===== config.mk =====
export PLATFORM = sky130hd
export DESIGN_NAME = hdr_rx_unpack
export DESIGN_NICKNAME = d
export VERILOG_FILES = /design/src/rtl/hdr_rx_pkg.sv /design/src/rtl/hdr_slot_decode.sv /design/src/rtl/hdr_beat_rules.sv /design/src/rtl/hdr_err_latch.sv /design/src/rtl/hdr_rx_unpack.sv
export SDC_FILE = /design/constraint.sdc
export NUM_CORES = 1
export LEC_CHECK = 0
export ABC_AREA = 1
export CAP_MARGIN = 20
export CELL_PAD_IN_SITES_DETAIL_PLACEMENT = 0
export CELL_PAD_IN_SITES_GLOBAL_PLACEMENT = 2
export CORE_ASPECT_RATIO = 1.1
export CORE_MARGIN = 2
export CORE_UTILIZATION = 29
export DETAILED_ROUTE_END_ITERATION = 8
export DONT_BUFFER_PORTS = 1
export PLACE_DENSITY = 0.79
export SYNTH_ARGS = -nofsm -noshare
export SYNTH_HDL_FRONTEND = slang
export SYNTH_SLANG_ARGS = --single-unit
export TNS_END_PERCENT = 1

===== constraint.sdc =====
create_clock -name clk -period 1.7 [get_ports clk]
set_clock_uncertainty 0.1 [all_clocks]
set_input_delay 0.34 -clock clk [delete_from_list [all_inputs] [get_ports clk]]
set_output_delay 0.34 -clock clk [all_outputs]
set_load 0.01 [all_outputs]

===== src/rtl/hdr_rx_pkg.sv =====
package hdr_rx_pkg;

  localparam int INFO_W   = 16;
  localparam int ID_W     = 4;
  localparam int SIZE_W   = 5;
  localparam int WORD_W   = 32;

  // descriptor bit positions (downstream decoders depend on these)
  localparam int PAR_POS   = 15;
  localparam int DATA_POS  = 14;
  localparam int SIZE_LSB  = 8;
  localparam int CHAN_LSB  = 4;
  localparam int CLASS_LSB = 0;

  localparam int NUM_ERR  = 4;
  localparam int E_PARITY = 0;
  localparam int E_PLACE  = 1;
  localparam int E_OVER   = 2;
  localparam int E_COMBO  = 3;

  typedef struct packed {
    logic [ID_W-1:0]   chan;
    logic [ID_W-1:0]   cls;
    logic [SIZE_W-1:0] size;
    logic              has_data;
  } slot_fields_t;

  function automatic slot_fields_t unpack_info(input logic [INFO_W-1:0] d);
    slot_fields_t f;
    f.chan     = d[CHAN_LSB  +: ID_W];
    f.cls      = d[CLASS_LSB +: ID_W];
    f.size     = d[SIZE_LSB  +: SIZE_W];
    f.has_data = d[DATA_POS];
    return f;
  endfunction

endpackage


===== src/rtl/hdr_slot_decode.sv =====
module hdr_slot_decode
  import hdr_rx_pkg::*;
#(
  parameter int BUS_DW    = 8,
  parameter int START_DW  = 0,
  parameter bit PARITY_EN = 1'b1
) (
  input  logic [BUS_DW*WORD_W-1:0] bus,
  input  logic [INFO_W-1:0]        info,
  output slot_fields_t             fields,
  output logic                     par_bad
);

  // XOR of every word that lies inside this header's stated length
  function automatic logic span_xor(input logic [BUS_DW*WORD_W-1:0] b,
                                    input logic [SIZE_W-1:0] sz);
    logic acc;
    int   stop;
    acc  = 1'b0;
    stop = START_DW + int'(sz);
    for (int w = 0; w < BUS_DW; w++) begin
      if (w >= START_DW && w < stop) acc ^= ^b[w*WORD_W +: WORD_W];
    end
    return acc;
  endfunction

  assign fields = unpack_info(info);

  if (PARITY_EN) begin : g_par
    logic expect_par;
    assign expect_par = span_xor(bus, fields.size) ^ (^info[PAR_POS-1:0]);
    assign par_bad    = expect_par != info[PAR_POS];
  end else begin : g_nopar
    assign par_bad = 1'b0;
  end

endmodule


===== src/rtl/hdr_beat_rules.sv =====
module hdr_beat_rules
  import hdr_rx_pkg::*;
#(
  parameter int NUM_SLOTS  = 2,
  parameter int SLOT_DW    = 4,
  parameter int MAX_COMBOS = 1,
  localparam int BUS_DW    = NUM_SLOTS * SLOT_DW,
  localparam int KEY_W     = 2 * ID_W
) (
  input  logic [NUM_SLOTS-1:0]        valid,
  input  logic [NUM_SLOTS*SIZE_W-1:0] sizes,
  input  logic [NUM_SLOTS*KEY_W-1:0]  keys,
  input  logic [NUM_SLOTS-1:0]        par_bad,
  output logic [NUM_SLOTS-1:0]        emit,
  output logic                        ev_parity,
  output logic                        ev_place,
  output logic                        ev_oversize,
  output logic                        ev_combo
);

  always_comb begin
    int cover_end;
    int start;
    emit        = '0;
    ev_place    = 1'b0;
    ev_oversize = 1'b0;
    cover_end   = 0;
    for (int s = 0; s < NUM_SLOTS; s++) begin
      start = s * SLOT_DW;
      if (s > 0 && valid[s] && !valid[0]) ev_place = 1'b1;
      if (valid[s] && valid[0]) begin
        if (start < cover_end) begin
          ev_oversize = 1'b1;
        end else begin
          emit[s]   = 1'b1;
          cover_end = start + int'(sizes[s*SIZE_W +: SIZE_W]);
          if (cover_end > BUS_DW) ev_oversize = 1'b1;
        end
      end
    end
  end

  always_comb begin
    int   distinct;
    logic fresh;
    distinct = 0;
    for (int s = 0; s < NUM_SLOTS; s++) begin
      fresh = emit[s];
      for (int k = 0; k < s; k++) begin
        if (emit[k] && keys[k*KEY_W +: KEY_W] == keys[s*KEY_W +: KEY_W]) fresh = 1'b0;
      end
      if (fresh) distinct++;
    end
    ev_combo = distinct > MAX_COMBOS;
  end

  assign ev_parity = |(par_bad & emit);

endmodule


===== src/rtl/hdr_err_latch.sv =====
module hdr_err_latch #(
  parameter int NUM_FLAGS = 4
) (
  input  logic                 clk,
  input  logic                 rst_n,
  input  logic [NUM_FLAGS-1:0] set,
  output logic [NUM_FLAGS-1:0] flags
);

  for (genvar i = 0; i < NUM_FLAGS; i++) begin : g_flag
    always_ff @(posedge clk) begin
      if (!rst_n)      flags[i] <= 1'b0;
      else if (set[i]) flags[i] <= 1'b1;
    end
  end

endmodule


===== src/rtl/hdr_rx_unpack.sv =====
module hdr_rx_unpack
  import hdr_rx_pkg::*;
#(
  parameter int NUM_SLOTS  = 2,
  parameter int SLOT_BYTES = 16,
  parameter int MAX_COMBOS = 1,
  parameter bit PARITY_EN  = 1'b1,
  localparam int SLOT_DW   = SLOT_BYTES / 4,
  localparam int BUS_DW    = NUM_SLOTS * SLOT_DW,
  localparam int BUS_BITS  = BUS_DW * WORD_W,
  localparam int KEY_W     = 2 * ID_W
) (
  input  logic                        clk,
  input  logic                        rst_n,
  input  logic [NUM_SLOTS-1:0]        in_valid,
  input  logic [BUS_BITS-1:0]         in_hdr,
  input  logic [NUM_SLOTS*INFO_W-1:0] in_info,
  output logic [NUM_SLOTS-1:0]        out_valid,
  output logic [BUS_BITS-1:0]         out_hdr,
  output logic [NUM_SLOTS*ID_W-1:0]   out_chan,
  output logic [NUM_SLOTS*ID_W-1:0]   out_class,
  output logic [NUM_SLOTS*SIZE_W-1:0] out_size,
  output logic [NUM_SLOTS-1:0]        out_has_data,
  output logic                        err_parity,
  output logic                        err_place,
  output logic                        err_oversize,
  output logic                        err_combo
);

  slot_fields_t [NUM_SLOTS-1:0]  fields;
  logic [NUM_SLOTS-1:0]          par_bad;
  logic [NUM_SLOTS*SIZE_W-1:0]   sizes;
  logic [NUM_SLOTS*KEY_W-1:0]    keys;
  logic [NUM_SLOTS-1:0]          emit;

  // internal events, visible to the checker
  logic ev_parity, ev_place, ev_oversize, ev_combo;
  logic [NUM_ERR-1:0] err_set, err_q;

  for (genvar s = 0; s < NUM_SLOTS; s++) begin : g_slot
    hdr_slot_decode #(
      .BUS_DW   (BUS_DW),
      .START_DW (s * SLOT_DW),
      .PARITY_EN(PARITY_EN)
    ) u_dec (
      .bus    (in_hdr),
      .info   (in_info[s*INFO_W +: INFO_W]),
      .fields (fields[s]),
      .par_bad(par_bad[s])
    );
    assign sizes[s*SIZE_W +: SIZE_W] = fields[s].size;
    assign keys[s*KEY_W +: KEY_W]    = {fields[s].chan, fields[s].cls};
  end

  hdr_beat_rules #(
    .NUM_SLOTS (NUM_SLOTS),
    .SLOT_DW   (SLOT_DW),
    .MAX_COMBOS(MAX_COMBOS)
  ) u_rules (
    .valid      (in_valid),
    .sizes      (sizes),
    .keys       (keys),
    .par_bad    (par_bad),
    .emit       (emit),
    .ev_parity  (ev_parity),
    .ev_place   (ev_place),
    .ev_oversize(ev_oversize),
    .ev_combo   (ev_combo)
  );

  always_comb begin
    err_set           = '0;
    err_set[E_PARITY] = ev_parity;
    err_set[E_PLACE]  = ev_place;
    err_set[E_OVER]   = ev_oversize;
    err_set[E_COMBO]  = ev_combo;
  end

  hdr_err_latch #(.NUM_FLAGS(NUM_ERR)) u_err (
    .clk  (clk),
    .rst_n(rst_n),
    .set  (err_set),
    .flags(err_q)
  );

  assign err_parity   = err_q[E_PARITY];
  assign err_place    = err_q[E_PLACE];
  assign err_oversize = err_q[E_OVER];
  assign err_combo    = err_q[E_COMBO];

  always_ff @(posedge clk) begin
    if (!rst_n) begin
      out_valid    <= '0;
      out_hdr      <= '0;
      out_chan     <= '0;
      out_class    <= '0;
      out_size     <= '0;
      out_has_data <= '0;
    end else begin
      out_valid <= emit;
      out_hdr   <= in_hdr;
      for (int s = 0; s < NUM_SLOTS; s++) begin
        out_chan[s*ID_W +: ID_W]     <= fields[s].chan;
        out_class[s*ID_W +: ID_W]    <= fields[s].cls;
        out_size[s*SIZE_W +: SIZE_W] <= fields[s].size;
        out_has_data[s]              <= fields[s].has_data;
      end
    end
  end

endmodule


* Yosys cells after proc, flatten, opt, wreduce, memory -nomap -nowiden
Cells that the tools add are included.
Cells by class: add/sub/neg operators 2, multipliers 0, divide/modulo/power cells 0, order comparisons 16, eq/ne operators 3, shifts and indexed selects 0, muxes and demuxes 25, bitwise gates (word level) 13, reduce and logical (&&, ||, !) cells 15
Operators by type and width (count):
- $reduce_xor A32 Y1 | 8
- $lt A4 B32 Y1 const A | 4
- $gt A32 B2 Y1 const B | 1
- $gt A32 B5 Y1 const B | 1
- $mux W32 | 1
- $reduce_xor A15 Y1 | 2
- $lt A3 B5 Y1 const A | 5
- $mux W1 | 23
- $xor A1 B1 Y1 | 12
- $lt A1 B5 Y1 const A | 2
- $lt A2 B5 Y1 const A | 2
- $eq A8 B8 Y1 | 1
- $add A3 B5 Y6 const A | 1
- $gt A5 B4 Y1 const B | 1
- $mux W5 | 1
- $logic_and A1 B1 Y1 | 3
- $add A1 B1 Y2 const B | 1
- $and A2 B2 Y2 | 1
- $ne A1 B1 Y1 | 2
- $reduce_or A2 Y1 | 1
- $logic_not A1 Y1 | 1
Storage, ports and cells: flip-flop bits (word level) 290, latch bits 0, memory bits (writable) 0, ROM bits 0, input port bits 292, output and inout port bits 290, word-level logic and storage cells 84, memories kept 0

* Longest topological paths before layout
depth in word-level cells 20, gate-level depth with buffers 23, mapped depth without buffers 23

* Cells and area by module
Synthesis repeated with hierarchy kept, for this count alone.
Second synthesis, totals: cells, all modules 3032, area total of the unflattened synthesis 17800.8 µm²
By module, submodules not included:
- hdr_rx_unpack | times used 1, cells an instance 890, area each 8185.4 µm², seq. area each 5725.5 µm²
- hdr_slot_decode (g_slot[0].u_dec) | times used 1, cells an instance 1227, area each 5660.4 µm², seq. area each 0.0 µm²
- hdr_slot_decode (g_slot[1].u_dec) | times used 1, cells an instance 825, area each 3488.3 µm², seq. area each 0.0 µm²
- hdr_beat_rules | times used 1, cells an instance 77, area each 352.8 µm², seq. area each 0.0 µm²
- hdr_err_latch | times used 1, cells an instance 13, area each 113.9 µm², seq. area each 80.1 µm²

* Worst setup path before layout
Ideal clock, no wire load.
path type input-to-reg, start point input in_info[26], end point register u_err.flags[0], setup time 0.113 ns, arrival 1.665 ns, required time 1.487 ns, path slack -0.178 ns, cell stages on the path 12, path buffers 0, path through inv_1 -> ha_1 -> xnor2_1 -> xor2_1 -> xor2_1 -> nand3_1 -> nand2_1 -> nand2_1 -> nand3_1 -> nand2_1 -> inv_1 -> nand2_1
On the way: word-level cells in the longest chain between the ends 13, elaborated cells on any way between the ends 17, classes of those cells add/sub: 1; order compare: 4; eq/ne: 1; mux: 4; bitwise: 5; reduce/logical: 2
Ends and longest elaborated chain:
- start: declaration | RTL line hdr_rx_unpack.sv:17 | input logic [NUM_SLOTS*INFO_W-1:0] in_info,
- $add A3 B5 Y6 | RTL line hdr_slot_decode.sv:20 | stop = START_DW + int'(sz);
- $lt A4 B32 Y1 | RTL line hdr_slot_decode.sv:22 | if (w >= START_DW && w < stop) acc ^= ^b[w*WORD_W +: WORD_W];
- $mux W1 | RTL line hdr_slot_decode.sv:22
- $xor A1 B1 Y1 | RTL line hdr_slot_decode.sv:22
- $mux W1 | RTL line hdr_slot_decode.sv:22
- $xor A1 B1 Y1 | RTL line hdr_slot_decode.sv:22
- $mux W1 | RTL line hdr_slot_decode.sv:22
- $xor A1 B1 Y1 | RTL line hdr_slot_decode.sv:22
- $mux W1 | RTL line hdr_slot_decode.sv:22
- $xor A1 B1 Y1 (*) | RTL line hdr_slot_decode.sv:31 | assign expect_par = span_xor(bus, fields.size) ^ (^info[PAR_POS-1:0]);
- $ne A1 B1 Y1 (*) | RTL line hdr_slot_decode.sv:32 | assign par_bad = expect_par != info[PAR_POS];
- $and A2 B2 Y2 (*) | RTL line hdr_beat_rules.sv:57 | assign ev_parity = |(par_bad & emit);
- $reduce_or A2 Y1 (*) | RTL line hdr_beat_rules.sv:57
- end signal: indexed assignment | RTL line hdr_err_latch.sv:12 | if (!rst_n) flags[i] <= 1'b0;
- end signal: indexed assignment | RTL line hdr_err_latch.sv:13 | else if (set[i]) flags[i] <= 1'b1;
- end: declaration | RTL line hdr_err_latch.sv:7 | output logic [NUM_FLAGS-1:0] flags
Every way passes the cells marked *; elsewhere a longest branch is shown, timed or not. A chain may end at the register's enable or synchronous reset.

* Final worst setup path
start point input rst_n, end point register out_hdr[180]
RTL lines:
- start: declaration | RTL line hdr_rx_unpack.sv:14 | input logic rst_n,
- end signal: assignment | RTL line hdr_rx_unpack.sv:101 | out_hdr <= in_hdr;
- end: declaration | RTL line hdr_rx_unpack.sv:19 | output logic [BUS_BITS-1:0] out_hdr,
No word-level cell between the ends.

==> results.json <==
{
  "grt_max_degree": 277,
  "fin_util_pct": 45.2,
  "design_area_um2": 22200,
  "irDropWorstVdd_mv": 0.901,
  "root_buffer": "clkbuf_16",
  "avgSynthCellArea_um2": 6.41,
  "first_iter_violations": 554,
  "overflow": 0,
  "postCtsSetupRepairBufs": 0,
  "seqPwrFrac_pct": 40.1,
  "clk_latency_ns": 0.58,
  "power.density_nw_per_um2": 854,
  "crit_required_ns": 2.11,
  "gp_congestion": 0.855,
  "wl_per_cell_um": 15.2,
  "hold_path_depth": 4,
  "setup_viol": 0,
  "ys_types": 28,
  "antenna_found_initial": 1,
  "cp.arrival_ns": 2.02,
  "rows": 85,
  "timing.final.ws_setup_ns": 0.0875,
  "dp_slack_ns": -0.422,
  "cts_sinks": 290,
  "die_area_um2": 51700,
  "initial_core_util_pct": 29.4,
  "die_y_um": 238,
  "syn-cell-area_um2": 14500,
  "drtPass1Iterations": 5,
  "top_layer_used": "met4",
  "finalNonFillerCells": 3516,
  "rsz0062_at_grt": "no",
  "clk_pin_slew_ns": 0.06,
  "grt_pass1_vias": 15400,
  "drt-total-wl_um": 53600,
  "outcome": "finished, final reports clean",
  "num_io_pins": 582,
  "ys_seq_area_share_pct": 40.2,
  "critPathKind": "input port to flip-flop",
  "combPwrFrac_pct": 23.2,
  "hold_class": "input port to flip-flop",
  "startpoint_type": "input port",
  "syn_to_final_growth_pct": 53.5,
  "post-route-min-period_ns": 1.61,
  "wl_met1_um": 20300,
  "cts_tree": "built",
  "tightestPinTransition_ns": 1.02,
  "fp.dieW_um": 217,
  "slew_viol_final": 0,
  "cp-end-kind": "flip-flop",
  "port_buffers": 0,
  "reg2reg_depth": 3,
  "cts_made_buffers": 30,
  "p_leak_uw": 0.0122,
  "final_hold_viol_count": 0,
  "fin_nets": 3136,
  "drcViolationCount": 0,
  "grt_pass1_wl_um": 80900,
  "cap_viol_max_count": 0,
  "p_sw_share_pct": 29.2,
  "netSwitchingPower_uw": 5540,
  "final_layout_size_suffix_gt1_share_pct": 5.20,
  "htreeDepth": 1,
  "syn_nets": 2551,
  "cts_buffer_depth": 3,
  "power_frac_clock_pct": 36.7,
  "dp.cells": 2896,
  "drt.antenna.violating_nets": 0,
  "slew_headroom_pct": 31.5,
  "core_um2": 49100,
  "tns_ns": 0,
  "place_area_um2": 15400,
  "dp_hpwl_um": 34800,
  "finalCritPeriodShare_pct": 94.9,
  "met3_length_um": 3700,
  "routed_via_density": 4.31,
  "nFillCells": 4729,
  "num_vias": 15100,
  "wl_met2_um": 26700,
  "max_freq_mhz": 620,
  "ys_warn_count": 0,
  "syn_inst": 2254,
  "cp_max_fo": 276,
  "synth.ff_latch_count": 290,
  "grt_use_total_pct": 19.9,
  "internal_power_uw": 13400
}
[flip-flops by register name, indices dropped and copies added (netlist names)]
name	count
out_hdr	256
out_size	10
out_chan	8
out_class	8
u_err.flags	4
out_has_data	2
out_valid	2
[logic make-up after synthesis]
| kind of cell | count (synthesis) | share of synthesized area [%] |
|---|---|---|
| simple gates | 1290 | 34.9 |
| flops | 290 | 40.2 |
| xor+xnor | 198 | 12.0 |
| fa+ha+maj | 5 | 0.433 |
| buf+inv | 455 | 11.8 |
| compound gates | 16 | 0.658 |
[through the flow]
stage                     total power (uW)  hold WS (ns)
after floorplan                      10300         0.333
after global placement               11000         0.335
after detailed placement             11000         0.337
after CTS                            19000        0.0114
after global routing                 20000        0.0852
final                                19000        0.0463
[critical path: stages]
cell           delay [ns]
dlygate4sd3_1        1.22
nand2_1              0.30
inv_1                0.11
[power by group through the flow]
stage	Combinational, uW	Sequential [uW]	Clock, uW
after CTS	4360	7590	7060
after detailed placement	3280	7740	0
final	4400	7600	6960
after global routing	5040	7620	7340
after floorplan	2710	7620	0
after global placement	3230	7750	0
[per-layer routing]
layer	global-route usage, %	up-vias
li1	-	7634
met1	20.8	6788
met2	36.5	547
met3	4.84	176
met4	10.6	0
met5	0	-
[cells in the mapped netlist]
cell	number	share of area [%]
nand3_1	59	2.0
nor2_1	47	1.2
dfxtp_1	290	40
a21oi_1	5	0.17
xor2_1	78	4.7
buf_4	1	0.052
o21a_1	1	0.052
nand2_2	25	1.1
o31ai_1	1	0.052
nand3_2	1	0.069
inv_1	408	11
nand2_1	1138	30
o211ai_1	1	0.052
o21ai_1	1	0.035
clkbuf_1	31	0.80
ha_1	5	0.43
a31oi_1	1	0.043
a21o_1	1	0.052
o21ai_0	4	0.14
nor2_2	11	0.48
o311ai_0	1	0.061
or2_0	1	0.043
nand2b_1	1	0.043
xnor2_2	1	0.11
inv_2	15	0.39
nand3b_1	5	0.26
xnor2_1	119	7.2
nand4_1	2	0.087
[repair_timing]
action                                 in CTS  in global routing
setup endpoints to repair                   0                  1
hold buffers                              563                  0
endpoints found under the hold margin     290                  0
gates resized for setup                     0                 17
[cell usage in the layout (no fill, tap or decap), types with 2 or more instances in the layout]
| cell type | synthesis | final |
|---|---|---|
| bufinv_16 | 0 | 3 |
| clkinv_2 | 0 | 4 |
| nand2_2 | 25 | 31 |
| ha_1 | 5 | 3 |
| dfxtp_1 | 290 | 290 |
| nand3_1 | 59 | 59 |
| ha_4 | 0 | 2 |
| inv_2 | 15 | 17 |
| clkinvlp_4 | 0 | 3 |
| nor2_2 | 11 | 11 |
| xnor2_1 | 119 | 105 |
| o21ai_0 | 4 | 4 |
| nand3b_1 | 5 | 5 |
| clkbuf_16 | 0 | 31 |
| inv_1 | 408 | 406 |
| xnor2_2 | 1 | 10 |
| clkbuf_1 | 31 | 7 |
| xnor2_4 | 0 | 5 |
| dlygate4sd3_1 | 0 | 563 |
| nor2_1 | 47 | 47 |
| buf_4 | 1 | 22 |
| xor2_1 | 78 | 77 |
| nand4_1 | 2 | 2 |
| a21oi_1 | 5 | 5 |
| clkbuf_8 | 0 | 6 |
| nand2_1 | 1138 | 1132 |
[path summary, 6_finish.rpt]
kind	from	to	slack, ns
max	rst_n	out_hdr[180]$_SDFF_PN0_	0.09
min	in_info[24]	u_err.flags[2]$_SDFFE_PN0P_	0.05
max reg2reg	u_err.flags[1]$_SDFFE_PN0P_	u_err.flags[1]$_SDFFE_PN0P_	0.38
min reg2reg	u_err.flags[3]$_SDFFE_PN0N_	u_err.flags[3]$_SDFFE_PN0N_	0.42
[layout make-up]
type	count	area (um2)	share of cell area (%)
antenna	1	2.50	0.0113
clock buffer	44	885	3.98
clock inverter	12	153	0.688
inverter	423	1590	7.15
multi-input combinational	1509	7150	32.2
sequential	290	5810	26.2
tap	652	816	3.67
timing repair buffer	585	5800	26.1
(Power assumes the default switching activity.)
